## config.mk

```make
export PLATFORM = sky130hd
export DESIGN_NAME = tx_scavenger
export DESIGN_NICKNAME = d
export VERILOG_FILES = /design/src/rtl/txscv_pkg.sv /design/src/rtl/txscv_judge.sv /design/src/rtl/txscv_bins.sv /design/src/rtl/tx_scavenger.sv
export SDC_FILE = /design/constraint.sdc
export NUM_CORES = 1
export LEC_CHECK = 0
export ABC_AREA = 1
export BUFFER_PORTS_ARGS = -buffer_cell sky130_fd_sc_hd__buf_2
export CAP_MARGIN = 10
export CORE_MARGIN = 2
export CORE_UTILIZATION = 30
export DETAILED_ROUTE_END_ITERATION = 12
export HOLD_SLACK_MARGIN = 0.12
export PLACE_DENSITY = 0.51
export SYNTH_ARGS = -nofsm -noshare
export SYNTH_HDL_FRONTEND = slang
export SYNTH_SLANG_ARGS = --single-unit
```

## constraint.sdc

```tcl
create_clock -name clk -period 5.99 [get_ports clk]
set_clock_uncertainty 0.05 [all_clocks]
set_input_delay 0.8985 -clock clk [delete_from_list [all_inputs] [get_ports clk]]
set_output_delay 0.8985 -clock clk [all_outputs]
set_load 0.03 [all_outputs]
```

## src/rtl/txscv_pkg.sv

```systemverilog
`timescale 1ns/1ps
package txscv_pkg;
    typedef enum logic [1:0] {
        ST_SCAN  = 2'd0,
        ST_EMIT  = 2'd1,
        ST_PURGE = 2'd2
    } scv_state_e;

    typedef enum logic [1:0] {
        ACT_IDLE = 2'd0,
        ACT_WAIT = 2'd1,
        ACT_KEEP = 2'd2,
        ACT_DROP = 2'd3
    } slot_act_e;
endpackage

```

## src/rtl/txscv_judge.sv

```systemverilog
`timescale 1ns/1ps
module txscv_judge
    import txscv_pkg::*;
#(
    parameter int KIND_W    = 2,
    parameter int LVL_W     = 4,
    parameter int CW        = 3,
    parameter int MAX_FRAGS = 4,
    parameter int LOW_MARK  = 2,
    parameter int KEEP_MIN  = 2
) (
    input  logic              slot_vld,
    input  logic              slot_sop,
    input  logic [KIND_W-1:0] slot_kind,
    input  logic [CW-1:0]     bin_cnt,
    input  logic [LVL_W-1:0]  free_lvl,
    output slot_act_e         act
);
    logic pressured;
    logic minor;
    logic stray;
    logic overfull;

    always_comb begin
        pressured = free_lvl < LVL_W'(LOW_MARK);
        minor     = slot_kind < KIND_W'(KEEP_MIN);
        stray     = !slot_sop && (bin_cnt == '0);
        overfull  = !slot_sop && (bin_cnt == CW'(MAX_FRAGS));
        if (!slot_vld)
            act = ACT_IDLE;
        else if ((pressured && minor) || stray || overfull)
            act = ACT_DROP;
        else if (free_lvl == '0)
            act = ACT_WAIT;
        else
            act = ACT_KEEP;
    end
endmodule

```

## src/rtl/txscv_bins.sv

```systemverilog
`timescale 1ns/1ps
module txscv_bins #(
    parameter int NRING     = 4,
    parameter int PTR_W     = 8,
    parameter int MAX_FRAGS = 4,
    localparam int RW = (NRING > 1) ? $clog2(NRING) : 1,
    localparam int IW = (MAX_FRAGS > 1) ? $clog2(MAX_FRAGS) : 1
) (
    input  logic             clk,
    input  logic             wr_en,
    input  logic [RW-1:0]    wr_ring,
    input  logic [IW-1:0]    wr_idx,
    input  logic [PTR_W-1:0] wr_ptr,
    input  logic [RW-1:0]    rd_ring,
    input  logic [IW-1:0]    rd_idx,
    output logic [PTR_W-1:0] rd_ptr
);
    logic [PTR_W-1:0] rd_each [NRING];

    for (genvar g = 0; g < NRING; g++) begin : g_bin
        logic [PTR_W-1:0] slots [MAX_FRAGS];
        always_ff @(posedge clk) begin
            if (wr_en && wr_ring == RW'(g))
                slots[wr_idx] <= wr_ptr;
        end
        assign rd_each[g] = slots[rd_idx];
    end

    assign rd_ptr = rd_each[rd_ring];
endmodule

```

## src/rtl/tx_scavenger.sv

```systemverilog
`timescale 1ns/1ps
module tx_scavenger
    import txscv_pkg::*;
#(
    parameter int NRING     = 4,
    parameter int PTR_W     = 8,
    parameter int KIND_W    = 2,
    parameter int LVL_W     = 4,
    parameter int MAX_FRAGS = 4,
    parameter int LOW_MARK  = 2,
    parameter int KEEP_MIN  = 2,
    localparam int RW = (NRING > 1) ? $clog2(NRING) : 1,
    localparam int IW = (MAX_FRAGS > 1) ? $clog2(MAX_FRAGS) : 1,
    localparam int CW = $clog2(MAX_FRAGS + 1)
) (
    input  logic                    clk,
    input  logic                    rst_n,
    input  logic [NRING-1:0]        ring_valid,
    input  logic [NRING*PTR_W-1:0]  ring_ptr,
    input  logic [NRING-1:0]        ring_sop,
    input  logic [NRING-1:0]        ring_eop,
    input  logic [NRING*KIND_W-1:0] ring_kind,
    output logic [NRING-1:0]        ring_take,
    output logic [PTR_W-1:0]        ring_fill_ptr,
    input  logic [LVL_W-1:0]        fl_level,
    input  logic [PTR_W-1:0]        fl_ptr,
    output logic                    fl_pop,
    output logic                    fl_push,
    output logic [PTR_W-1:0]        fl_push_ptr,
    output logic                    tq_valid,
    output logic [PTR_W-1:0]        tq_ptr,
    output logic [RW-1:0]           tq_src,
    output logic                    tq_last
);
    scv_state_e        state;
    slot_act_e         act;
    logic [RW-1:0]     cur;
    logic [RW-1:0]     cur_n;
    logic [CW-1:0]     cnt [NRING];
    logic [CW-1:0]     cur_cnt;
    logic [IW-1:0]     idx;
    logic              idx_last;
    logic              pend_vld;
    logic              pend_eop;
    logic [PTR_W-1:0]  pend_ptr;

    logic [PTR_W-1:0]  sel_ptr;
    logic [KIND_W-1:0] sel_kind;
    logic              sel_sop;
    logic              sel_eop;

    logic              bin_wr;
    logic [IW-1:0]     bin_wr_idx;
    logic [PTR_W-1:0]  bin_wr_ptr;
    logic [PTR_W-1:0]  bin_rd_ptr;

    assign sel_ptr  = ring_ptr[cur*PTR_W +: PTR_W];
    assign sel_kind = ring_kind[cur*KIND_W +: KIND_W];
    assign sel_sop  = ring_sop[cur];
    assign sel_eop  = ring_eop[cur];
    assign cur_cnt  = cnt[cur];
    assign cur_n    = (cur == RW'(NRING - 1)) ? '0 : cur + 1'b1;
    assign idx_last = (CW'(idx) + CW'(1)) == cur_cnt;

    txscv_judge #(
        .KIND_W(KIND_W), .LVL_W(LVL_W), .CW(CW),
        .MAX_FRAGS(MAX_FRAGS), .LOW_MARK(LOW_MARK), .KEEP_MIN(KEEP_MIN)
    ) u_judge (
        .slot_vld (ring_valid[cur]),
        .slot_sop (sel_sop),
        .slot_kind(sel_kind),
        .bin_cnt  (cur_cnt),
        .free_lvl (fl_level),
        .act      (act)
    );

    txscv_bins #(
        .NRING(NRING), .PTR_W(PTR_W), .MAX_FRAGS(MAX_FRAGS)
    ) u_bins (
        .clk    (clk),
        .wr_en  (bin_wr),
        .wr_ring(cur),
        .wr_idx (bin_wr_idx),
        .wr_ptr (bin_wr_ptr),
        .rd_ring(cur),
        .rd_idx (idx),
        .rd_ptr (bin_rd_ptr)
    );

    // State register and transitions
    always_ff @(posedge clk) begin
        if (!rst_n) begin
            state    <= ST_SCAN;
            cur      <= '0;
            idx      <= '0;
            pend_vld <= 1'b0;
            pend_eop <= 1'b0;
            pend_ptr <= '0;
            for (int r = 0; r < NRING; r++) cnt[r] <= '0;
        end else begin
            unique case (state)
                ST_SCAN: begin
                    unique case (act)
                        ACT_IDLE: cur <= cur_n;
                        ACT_WAIT: ;
                        ACT_DROP: begin
                            if (cur_cnt != '0) begin
                                state    <= ST_PURGE;
                                idx      <= '0;
                                pend_vld <= 1'b0;
                            end else begin
                                cur <= cur_n;
                            end
                        end
                        ACT_KEEP: begin
                            if (sel_sop && cur_cnt != '0) begin
                                state    <= ST_PURGE;
                                idx      <= '0;
                                pend_vld <= 1'b1;
                                pend_eop <= sel_eop;
                                pend_ptr <= sel_ptr;
                            end else begin
                                cnt[cur] <= sel_sop ? CW'(1) : cur_cnt + CW'(1);
                                if (sel_eop) begin
                                    state <= ST_EMIT;
                                    idx   <= '0;
                                end else begin
                                    cur <= cur_n;
                                end
                            end
                        end
                        default: ;
                    endcase
                end
                ST_EMIT: begin
                    if (idx_last) begin
                        cnt[cur] <= '0;
                        state    <= ST_SCAN;
                        cur      <= cur_n;
                    end else begin
                        idx <= idx + 1'b1;
                    end
                end
                ST_PURGE: begin
                    if (idx_last) begin
                        if (pend_vld) begin
                            cnt[cur] <= CW'(1);
                            pend_vld <= 1'b0;
                            if (pend_eop) begin
                                state <= ST_EMIT;
                                idx   <= '0;
                            end else begin
                                state <= ST_SCAN;
                                cur   <= cur_n;
                            end
                        end else begin
                            cnt[cur] <= '0;
                            state    <= ST_SCAN;
                            cur      <= cur_n;
                        end
                    end else begin
                        idx <= idx + 1'b1;
                    end
                end
                default: state <= ST_SCAN;
            endcase
        end
    end

    // Outputs
    always_comb begin
        ring_take     = '0;
        ring_fill_ptr = '0;
        fl_pop        = 1'b0;
        fl_push       = 1'b0;
        fl_push_ptr   = '0;
        tq_valid      = 1'b0;
        tq_ptr        = '0;
        tq_src        = cur;
        tq_last       = 1'b0;
        bin_wr        = 1'b0;
        bin_wr_idx    = '0;
        bin_wr_ptr    = sel_ptr;
        unique case (state)
            ST_SCAN: begin
                if (act == ACT_KEEP) begin
                    ring_take[cur] = 1'b1;
                    ring_fill_ptr  = fl_ptr;
                    fl_pop         = 1'b1;
                    bin_wr         = !(sel_sop && cur_cnt != '0);
                    bin_wr_idx     = sel_sop ? '0 : cur_cnt[IW-1:0];
                end else if (act == ACT_DROP) begin
                    ring_take[cur] = 1'b1;
                    ring_fill_ptr  = sel_ptr;
                end
            end
            ST_EMIT: begin
                tq_valid = 1'b1;
                tq_ptr   = bin_rd_ptr;
                tq_last  = idx_last;
            end
            ST_PURGE: begin
                fl_push     = 1'b1;
                fl_push_ptr = bin_rd_ptr;
                if (idx_last && pend_vld) begin
                    bin_wr     = 1'b1;
                    bin_wr_idx = '0;
                    bin_wr_ptr = pend_ptr;
                end
            end
            default: ;
        endcase
    end
endmodule

```

==> impl_results.md, run 1 <==
* Commonest cells after routing, fill and taps aside: edfxtp_1 (140), nand2_1 (103), buf_2 (95), inv_1 (83), nor2_1 (78)
* Initial DRC count at 455
* Slew margin rel. at between 10% and 20%
* Layout filler cell count at around 2600
* Clock slew at reported path FFs at 0.06 ns
* Diode count at 0
* H-tree Lvls at 4
* Final wirelength at 19.7 mm
* Post-Syn Area at between 7000 and 8000 um2
* Fin. max-slew vios at 0
* CTS tree: yes
* Total Power at about 4.5 mW
* Port Buf Inserts at 95
* Gr ovfl total at 0
* Root Buffer: clkbuf_16
* First-pass GRT wire length at 30.5 mm
* GP Congestion at between 0.8 and 0.9
* Antenna Violating Nets Remaining at 0
* CTS max path bufs at 2
* CP Max Fanout at 33
* Worst-Margin Slew at 1.22 ns
* Initial Utilization at a little under a third
* Worst-path cell chain: buf_4 -> inv_1 -> o21ai_0 -> o211ai_1 -> nand2_1 -> inv_1 -> nor2_1 -> buf_2
* Most used cell, CP: inv_1
* NetSw at 1.89 mW
* Crit end category: output pin
* R2R depth at 13
* Iteration count of the initial detailed-routing pass at 5
* Worst skew pair latency at 0.42 ns
* Via density at 4.65
* Max Cap Viol at 0
* Sequential fraction of design power at 34.4%
* Largest net degree at the start of global routing at 63
* I/O pin count at 100
* Post-Synth Adder-Cell Area at 1.75%
* CP bufs+invs at 4
* Synth warn at 0
* Die Span Y at 166 um
* Yosys reg bits at 160
* Nets at 926
* Area growth, synth to finish at 17.3%
* Number of synthesized flops with an enable pin at 140
* WHS at 0.452 ns
* Final setup violation count at 0
* Largest delay contributor family on the critical path: buffers and inverters
* Hold-fix buffers, CTS at 0
* RSZ-0062 raised after global routing: false
* Synth cell types at 43
* Compound-Gate Fraction of Synth Area at 12.8%
* Combinational family with the most area after synthesis: simple AND/OR/NAND/NOR gates
* WL/cell at approximately 16 um
* Startpoint Class: flop
* Sequential area share after synthesis at 58.4%
* P per Cell Area at 491 nW/um2
* Sw frac at 41.5%
* Crit path time final at 3.94 ns
* Final instance area at 9250 um2
* Die X-Extent at 166 um
* Final hold vios at 0
* GRT Util Overall at approximately 14%
* Die ar. at 27600 um2
* Number of stages on the worst setup path at 8
* Area of the core at 25900 um2
* XOR/XNOR Fraction of Synth Area at less than 1%
* Comb pwr share at between 40% and 50%
* Hold path depth at 2
* Post-CTS sizing at 0
* Period utilization at 65.8%
* Via count at 5565
* Mux cell area share after synthesis at 4.06%
* Syn Area/Cell at between 10 and 15 um2
* P_int at 2.66 mW
* Number of global-route vias before repair at about 5300
* Slowest CP cell: inv_1
* WP data arrival at 2.99 ns
* Dpl hpwl at 13.0 mm
* Clock power frac at 23.3%
* CTS Buf Count at 17
* Ratio of cells with drive above 1 in the final layout at 21.6%
* Max frequency at 0.254 GHz
* Row cnt at 59
* Cells after Synth at 763
* Primary FF master, synth: edfxtp_1
* Peak supply drop at roughly 0.00025 V
* Final TNS setup at 0 ns
* Post-CTS setup buffers at 0
* DRC at 0
* Max stage delay on crit path at 0.87 ns
* Critical path class: flop to output pin
* Synth Area in Simple Gates at 15.9%
* Most common cell after layout, fill and taps aside: edfxtp_1
* Run status: finished, final reports clean
* Worst min-delay path class: flop to flop
* Placed inst area at 8680 um2
* Req. time, crit path at 5.04 ns
* Initial antenna violation count at 0
* Leak Pwr at 3.69 nW
* Sink Count at 160
* Synth Net Count at 840
* FFs w/ async S/R, synth at 0%
-- power by group through the flow --
stage	Combinational, mW	Clock (mW)	Sequential, mW
3_5_place_dp	1.94	0	1.59
3_3_place_gp	1.92	0	1.58
4_1_cts	1.95	1.07	1.56
6_report	1.93	1.06	1.56
2_1_floorplan	1.39	0	1.55
5_1_grt	2.14	1.11	1.58
-- metrics by stage --
step                      worst slack, ns  utilization [%]  cells
after floorplan                      2.81                -    763
after global placement               2.43             33.5   1165
after detailed placement             2.45             33.5   1165
after CTS                            2.02             35.7   1197
after global routing                 1.82             35.7   1197
final                                2.05             35.7   1197
-- Yosys cell counts, types with 7 or more instances --
cell	count	area share [%]
dfxtp_1	20	5.1
nand2_4	7	1.0
nand2_1	103	4.9
a21oi_1	52	3.3
nand2_2	15	1.2
edfxtp_1	140	53
o21ai_0	57	3.6
a32oi_1	8	0.89
buf_2	10	0.63
nor2_1	78	3.7
clkbuf_1	19	0.90
mux2i_1	32	4.1
a32o_1	8	1.0
inv_1	83	4.0
ha_1	11	1.7
o211ai_1	32	3.0
nand3_1	33	2.1
-- cell families (layout without fill, tap and decap cells) --
group	after synthesis	count (layout)
flops	160	160
simple gates	259	259
fa+ha+maj	11	11
mux	32	32
buf+inv	133	232
compound gates	167	167
xor+xnor	1	1
-- routing by layer --
metal / vias up / track usage, % / routed length, um
li1: 2825 / - / -
met1: 2590 / 20.4 / 9610
met2: 131 / 23.1 / 9110
met3: 19 / 2.38 / 715
met4: 0 / 4.23 / 265
met5: - / 0 / 0
-- sequential cells by signal, summed over array words and instances (netlist names), named ones only --
signal              count
u_bins.g_bin.slots    128
state                   2
idx                     2
tq_src                  2
pend_vld                1
cnt                    12
pend_eop                1
pend_ptr                8
-- layout make-up --
class                   count  area (um2)  share of cell area (%)
clock inverters            12         135                    1.46
inverters                  94         359                    3.88
flip-flops and latches    160        4610                    49.8
well taps                 335         419                    4.53
repair buffers            106         558                    6.03
multi-input cells         470        2730                    29.5
clock buffers              20         437                    4.72
-- tightest hold or removal path, stage by stage, from the launching register on --
cell,delay [ns]
dfxtp_1,0.31
nor2_1,0.10
a211oi_1,0.05
-- worst paths after layout --
| check | slack, ns | endpoint | startpoint |
|---|---|---|---|
| hold / removal | 0.45 | pend_eop | pend_eop |
| setup / recovery | 2.05 | fl_push_ptr[2] | flop |
| hold reg to reg | 0.45 | pend_eop | pend_eop |
| setup reg to reg | 2.57 | u_bins.g_bin[1].slots[3][3] | tq_src[0] |
Power figures use the tool's default switching activity.
==> inputs of run 2 (changes only) <==
==> constraint.sdc (replaced) <==
create_clock -name clk -period 3.7 [get_ports clk]
set_clock_uncertainty 0.05 [all_clocks]
set_input_delay 0.555 -clock clk [delete_from_list [all_inputs] [get_ports clk]]
set_output_delay 0.555 -clock clk [all_outputs]
set_load 0.03 [all_outputs]
==> impl_results.md, run 2 (synthesized netlist as in run 1, its figures left out) <==
* Post-CTS sizing at 0 (unchanged)
* I/O pin count at 100 (unchanged)
* Max frequency at between 0.3 and 0.4 GHz
* Post-CTS setup buffers at 0 (unchanged)
* GP Congestion at 0.792 (was 0.807)
* Worst min-delay path class: flop to flop (unchanged)
* Via density at 4.70 (was 4.65)
* CP Max Fanout at 10 (was 33)
* Die X-Extent at 166 um (unchanged)
* RSZ-0062 raised after global routing: false (unchanged)
* Final wirelength at 19.6 mm (was 19.7 mm)
* Run status: finished, final reports clean (unchanged)
* Initial DRC count at 335 (was 455)
* Sw frac at 41.1% (was 41.5%)
* Number of global-route vias before repair at 5522 (was 5302)
* Crit end category: output pin (unchanged)
* NetSw at 3.02 mW (was 1.89 mW)
* WHS at 0.451 ns (was 0.452 ns)
* Gr ovfl total at 0 (unchanged)
* Worst-path cell chain: inv_2 -> nand2_1 -> nand3_1 -> nand2_2 -> ha_1 -> nand2_2 -> nand2_4 -> nor2_8 -> nand2_4 -> clkinv_2 -> a32o_1 -> buf_2 (was buf_4 -> inv_1 -> o21ai_0 -> o211ai_1 -> nand2_1 -> inv_1 -> nor2_1 -> buf_2)
* GRT Util Overall at 14.6% (was 14.5%)
* Largest reg by FF count: u_bins.g_bin.slots (unchanged)
* First-pass GRT wire length at 30.8 mm (was 30.5 mm)
* WL/cell at 16.1 um (was 16.5 um)
* Dpl hpwl at 13.5 mm (was 13.0 mm)
* Layout filler cell count at 2592 (was 2574)
* Sequential fraction of design power at 34.5% (was 34.4%)
* Area of the core at 25900 um2 (unchanged)
* Row cnt at 59 (unchanged)
* Nets at 948 (was 926)
* Root Buffer: clkbuf_16 (unchanged)
* Max stage delay on crit path at 0.46 ns (was 0.87 ns)
* Crit Reg-Reg Endpoint: u_bins.g_bin[2].slots[0][0] (was u_bins.g_bin[1].slots[3][3])
* R2R depth at 14 (was 13)
* CTS tree: yes (unchanged)
* Max Cap Viol at 0 (unchanged)
* Antenna Violating Nets Remaining at 0 (unchanged)
* Hold-fix buffers, CTS at 0 (unchanged)
* Worst skew pair latency at 0.42 ns (about the same)
* Sink Count at 160 (unchanged)
* Period utilization at roughly 85%
* End point of the critical path: ring_fill_ptr[6] (was fl_push_ptr[2])
* Fin. max-slew vios at 0 (unchanged)
* P per Cell Area at 780 nW/um2 (was 491 nW/um2)
* Initial Utilization at 30.4% (unchanged)
* Slew margin rel. at 23.7% (was 18.2%)
* Critical path class: flop to output pin (unchanged)
* Fin util at 36.3% (was 35.7%)
* Final setup violation count at 0 (unchanged)
* Final hold vios at 0 (unchanged)
* Ratio of cells with drive above 1 in the final layout at 23.7% (was 21.6%)
* Die Span Y at 166 um (unchanged)
* Worst-Margin Slew at 1.14 ns (was 1.22 ns)
* Port Buf Inserts at 95 (unchanged)
* Largest net degree at the start of global routing at 54 (was 63)
* Crit path time final at 3.15 ns
* Area growth, synth to finish at 19.3% (was 17.3%)
* Worst R2R Setup Slack at 0.77 ns (was 2.57 ns)
* P_int at 4.33 mW (was 2.66 mW)
* H-tree Lvls at 4 (unchanged)
* Diode count at 0 (unchanged)
* Die ar. at 27600 um2 (unchanged)
* Most common cell after layout, fill and taps aside: edfxtp_1 (unchanged)
* Commonest cells after routing, fill and taps aside: edfxtp_1 (140), nand2_1 (103), buf_2 (95), inv_1 (83), nor2_1 (78) (unchanged)
* Peak supply drop at 0.000332 V (was 0.000250 V)
* DRC at 0 (unchanged)
* WP data arrival at 2.55 ns (was 2.99 ns)
* Top Registers: u_bins.g_bin.slots: 128 flops, cnt: 12 flops, pend_ptr: 8 flops (unchanged)
* CTS max path bufs at 2 (unchanged)
* Req. time, crit path at 3.09 ns (was 5.04 ns)
* Clock power frac at 23.2% (was 23.3%)
* Comb pwr share at 42.2% (was 42.4%)
* Largest register FFs at 128 (unchanged)
* Clock slew at reported path FFs at 0.06 ns (about the same)
* CTS Buf Count at 17 (unchanged)
* Slowest CP cell: dfxtp_1 (was inv_1)
* Leak Pwr at 3.80 nW (was 3.69 nW)
* Startpoint Class: flop (unchanged)
* Via count at 5724 (was 5565)
* Initial antenna violation count at 0 (unchanged)
* Final TNS setup at 0 ns (unchanged)
* Iteration count of the initial detailed-routing pass at 5 (unchanged)
[run 2: cell types whose count changed in the layout (fill, tap and decap cells not counted)]
cell and change:
buf_4 +22, inv_6 +1, clkinv_4 -1, clkinv_1 -2
clkinv_2 +1
[run 2: critical path: cells and delay by family, from the launching register on]
kind | cells | cell delay (ns)
AND/OR/NAND/NOR | 7 | 0.73
adder cells (fa/ha/maj) | 1 | 0.23
AO/OA/AOI/OAI | 1 | 0.25
buffers and inverters | 3 | 0.45
flip-flops | 1 | 0.46
[run 2: worst min-delay path by stage]
stage	from	end	cells after the start
after floorplan	state[1]	state[1]	2
after global placement	pend_eop	pend_eop	2
after detailed placement	pend_eop	pend_eop	2
after CTS	pend_eop	pend_eop	2
after global routing	pend_eop	pend_eop	2
final	pend_eop	pend_eop	2
[run 2: through the flow]
stage                     setup slack (ns)  cells  cell area (um2)  power, mW
after detailed placement             0.728   1187             8840       5.70
final                                0.546   1218             9410       7.34
after floorplan                       1.08    763             7890       4.77
after global placement               0.755   1187             8840       5.68
after CTS                            0.518   1218             9410       7.40
after global routing                 0.349   1218             9410       7.82
[run 2: power by group through the flow]
stage	clock, mW	combinational (mW)	sequential, mW
after floorplan	0	2.25	2.51
after CTS	1.73	3.14	2.54
final	1.71	3.10	2.53
after global placement	0	3.11	2.57
after detailed placement	0	3.12	2.57
after global routing	1.81	3.45	2.56
[run 2: layout make-up]
cell class,instances,area (um2),area share (%)
timing repair buffer,128,723,7.69
tap,335,419,4.45
clock inverter,11,133,1.41
multi-input combinational,470,2730,29.0
sequential,160,4610,49.0
inverter,94,359,3.82
clock buffer,20,437,4.64
[run 2: per-layer routing]
metal,vias up,global-route usage [%],part of all wire (%)
met2,138,24.8,50
met1,2711,19.3,46
met5,-,0,0
met4,0,3.67,0.93
li1,2860,-,-
met3,15,2.57,3.5
==> inputs of run 3 (changes only) <==
--- a/config.mk
+++ b/config.mk
@@ -13,6 +13,7 @@
 export DETAILED_ROUTE_END_ITERATION = 12
 export HOLD_SLACK_MARGIN = 0.12
 export PLACE_DENSITY = 0.51
+export REMOVE_ABC_BUFFERS = 1
 export SYNTH_ARGS = -nofsm -noshare
 export SYNTH_HDL_FRONTEND = slang
 export SYNTH_SLANG_ARGS = --single-unit
==> impl_results.md, run 3 (synthesized netlist as in run 1, its figures left out) <==
* Hold Path Origin: pend_eop (unchanged)
* Gr ovfl total at 0 (unchanged)
* Via count at 5670 (was 5724)
* Slew margin rel. at 40.2% (was 23.7%)
* Worst min-delay path class: flop to flop (unchanged)
* CTS Buf Count at 17 (unchanged)
* WL/cell at 16.7 um (was 16.1 um)
* Initial Utilization at 30.4% (unchanged)
* GP Congestion at 0.809 (was 0.792)
* Final hold vios at 0 (unchanged)
* First-pass GRT wire length at 31.1 mm (was 30.8 mm)
* RSZ-0062 raised after global routing: false (unchanged)
* Root Buffer: clkbuf_16 (unchanged)
* Iteration count of the initial detailed-routing pass at 5 (unchanged)
* Via density at 4.67 (was 4.70)
* Final Worst Setup Slack at 0.561 ns (was 0.546 ns)
* Largest delay contributor family on the critical path: simple AND/OR/NAND/NOR gates (unchanged)
* Number of global-route vias before repair at 5412 (was 5522)
* Die ar. at 27600 um2 (unchanged)
* Worst-path cell chain: nand2_1 -> nand3_1 -> nand2_2 -> ha_1 -> nand2_2 -> nand2_4 -> nor2_8 -> nand2_4 -> clkinv_2 -> nand3_1 -> inv_1 -> nand2_1 -> nor2_1 (was inv_2 -> nand2_1 -> nand3_1 -> nand2_2 -> ha_1 -> nand2_2 -> nand2_4 -> nor2_8 -> nand2_4 -> clkinv_2 -> a32o_1 -> buf_2)
* Hold path depth at 2 (unchanged)
* GRT Util Overall at 14.8% (was 14.6%)
* Run status: finished, final reports clean (unchanged)
* Crit end category: flop (was output pin)
* Top Registers: u_bins.g_bin.slots: 128 flops, cnt: 12 flops, pend_ptr: 8 flops (unchanged)
* Die Span Y at 166 um (unchanged)
* Post-Layout Cell Count at 1213 (was 1218)
* WP data arrival at 3.14 ns (was 2.55 ns)
* Max Cap Viol at 0 (unchanged)
* Final TNS setup at 0 ns (unchanged)
* Area of the core at 25900 um2 (unchanged)
* Placed Instances at 1181 (was 1187)
* Crit path time final at 3.14 ns (was 3.15 ns)
* Port Buf Inserts at 95 (unchanged)
* Total Power at 7.33 mW (was 7.34 mW)
* I/O pin count at 100 (unchanged)
* CP bufs+invs at 2 (was 3)
* Antenna Violating Nets Remaining at 0 (unchanged)
* Final setup violation count at 0 (unchanged)
* P per Cell Area at 785 nW/um2 (was 780 nW/um2)
* Largest net degree at the start of global routing at 49 (was 54)
* Largest reg by FF count: u_bins.g_bin.slots (unchanged)
* Initial DRC count at 366 (was 335)
* Sink Count at 160 (unchanged)
* Fin. max-slew vios at 0 (unchanged)
* Largest register FFs at 128 (unchanged)
* Max frequency at 0.319 GHz (was 0.317 GHz)
* Commonest cells after routing, fill and taps aside: edfxtp_1 (140), nand2_1 (103), buf_2 (95), inv_1 (83), nor2_1 (78) (unchanged)
* WHS at 0.449 ns (was 0.451 ns)
* Post-CTS setup buffers at 0 (unchanged)
* Diode count at 0 (unchanged)
* Period utilization at 84.8% (was 85.2%)
* Dpl hpwl at 13.7 mm (was 13.5 mm)
* Worst R2R Setup Slack at 0.56 ns (was 0.77 ns)
* Critical path class: flop to flop (was flop to output pin)
* H-tree Lvls at 4 (unchanged)
* Die X-Extent at 166 um (unchanged)
* Worst Hold End: pend_eop (unchanged)
* Slowest CP cell: nor2_1 (was dfxtp_1)
* Worst-Margin Slew at 0.893 ns (was 1.14 ns)
* Area growth, synth to finish at 18.5% (was 19.3%)
* Clock slew at reported path FFs at 0.06 ns (about the same)
* CP Max Fanout at 10 (unchanged)
* Most common cell after layout, fill and taps aside: edfxtp_1 (unchanged)
* Max stage delay on crit path at 0.73 ns (was 0.46 ns)
* Post-Place Setup Slack at 0.564 ns (was 0.728 ns)
* Ratio of cells with drive above 1 in the final layout at 23.2% (was 23.7%)
* Peak supply drop at 0.000285 V (was 0.000332 V)
* Post-CTS sizing at 0 (unchanged)
* Hold-fix buffers, CTS at 0 (unchanged)
* Req. time, crit path at 3.70 ns (was 3.09 ns)
* Initial antenna violation count at 0 (unchanged)
* CTS tree: yes (unchanged)
* Startpoint Class: flop (unchanged)
* Nets at 942 (was 948)
* Crit Reg-Reg Endpoint: u_bins.g_bin[3].slots[3][3] (was u_bins.g_bin[2].slots[0][0])
* Row cnt at 59 (unchanged)
* Leak Pwr at 3.76 nW (was 3.80 nW)
* CTS max path bufs at 2 (unchanged)
* DRC at 0 (unchanged)
* R2R depth at 13 (was 14)
* Final wirelength at 20.2 mm (was 19.6 mm)
* Worst skew pair latency at 0.42 ns (about the same)
run 3: cell types whose count changed in the layout (fill, tap and decap cells not counted):
cell	change
clkbuf_1	-1
clkinv_4	-1
clkinv_1	+1
inv_6	+4
buf_12	+1
buf_4	-7
o21ai_1	-1
bufinv_16	-2
o21ai_0	+1
run 3: metal layers:
layer | GRT usage [%] | part of all wire, % | routed length, um | vias to the layer above
met5 | 0 | 0 | 0 | -
met4 | 4.12 | 1.3 | 270 | 0
met3 | 2.72 | 3.7 | 753 | 15
met2 | 23.9 | 46 | 9400 | 132
met1 | 20.5 | 48 | 9800 | 2661
li1 | - | - | - | 2862
run 3: tightest hold or removal path: stages, from the launching register on:
cell	delay [ns]
dfxtp_1	0.31
nor2_1	0.10
a211oi_1	0.04
run 3: worst max path at each step:
stage / end / depth (start not counted)
2_1_floorplan: fl_push_ptr[1] / 6
3_3_place_gp: u_bins.g_bin[0].slots[2][4] / 11
3_5_place_dp: u_bins.g_bin[0].slots[2][4] / 11
4_1_cts: ring_take[2] / 12
5_1_grt: ring_take[2] / 12
6_report: u_bins.g_bin[3].slots[3][3] / 13
run 3: cell type report:
type	instances	area, um2
Multi-Input combinational cell	470	2730
Clock inverter	13	103
Fill cell	2552	16600
Clock buffer	19	433
Tap cell	335	419
Sequential cell	160	4610
Inverter	94	359
Timing Repair Buffer	122	691
run 3: power breakdown:
part / internal, mW / switching [mW] / total [mW]
clock network: 0.873 / 0.743 / 1.62
registers: 2.40 / 0.137 / 2.53
logic: 0.959 / 2.22 / 3.18
total: 4.23 / 3.10 / 7.33
run 3: through the flow:
stage          cell area, um2  util, %
2_1_floorplan            7690        -
3_3_place_gp             8810     34.0
3_5_place_dp             8810     34.0
4_1_cts                  9340     36.1
5_1_grt                  9340     36.1
6_report                 9340     36.1
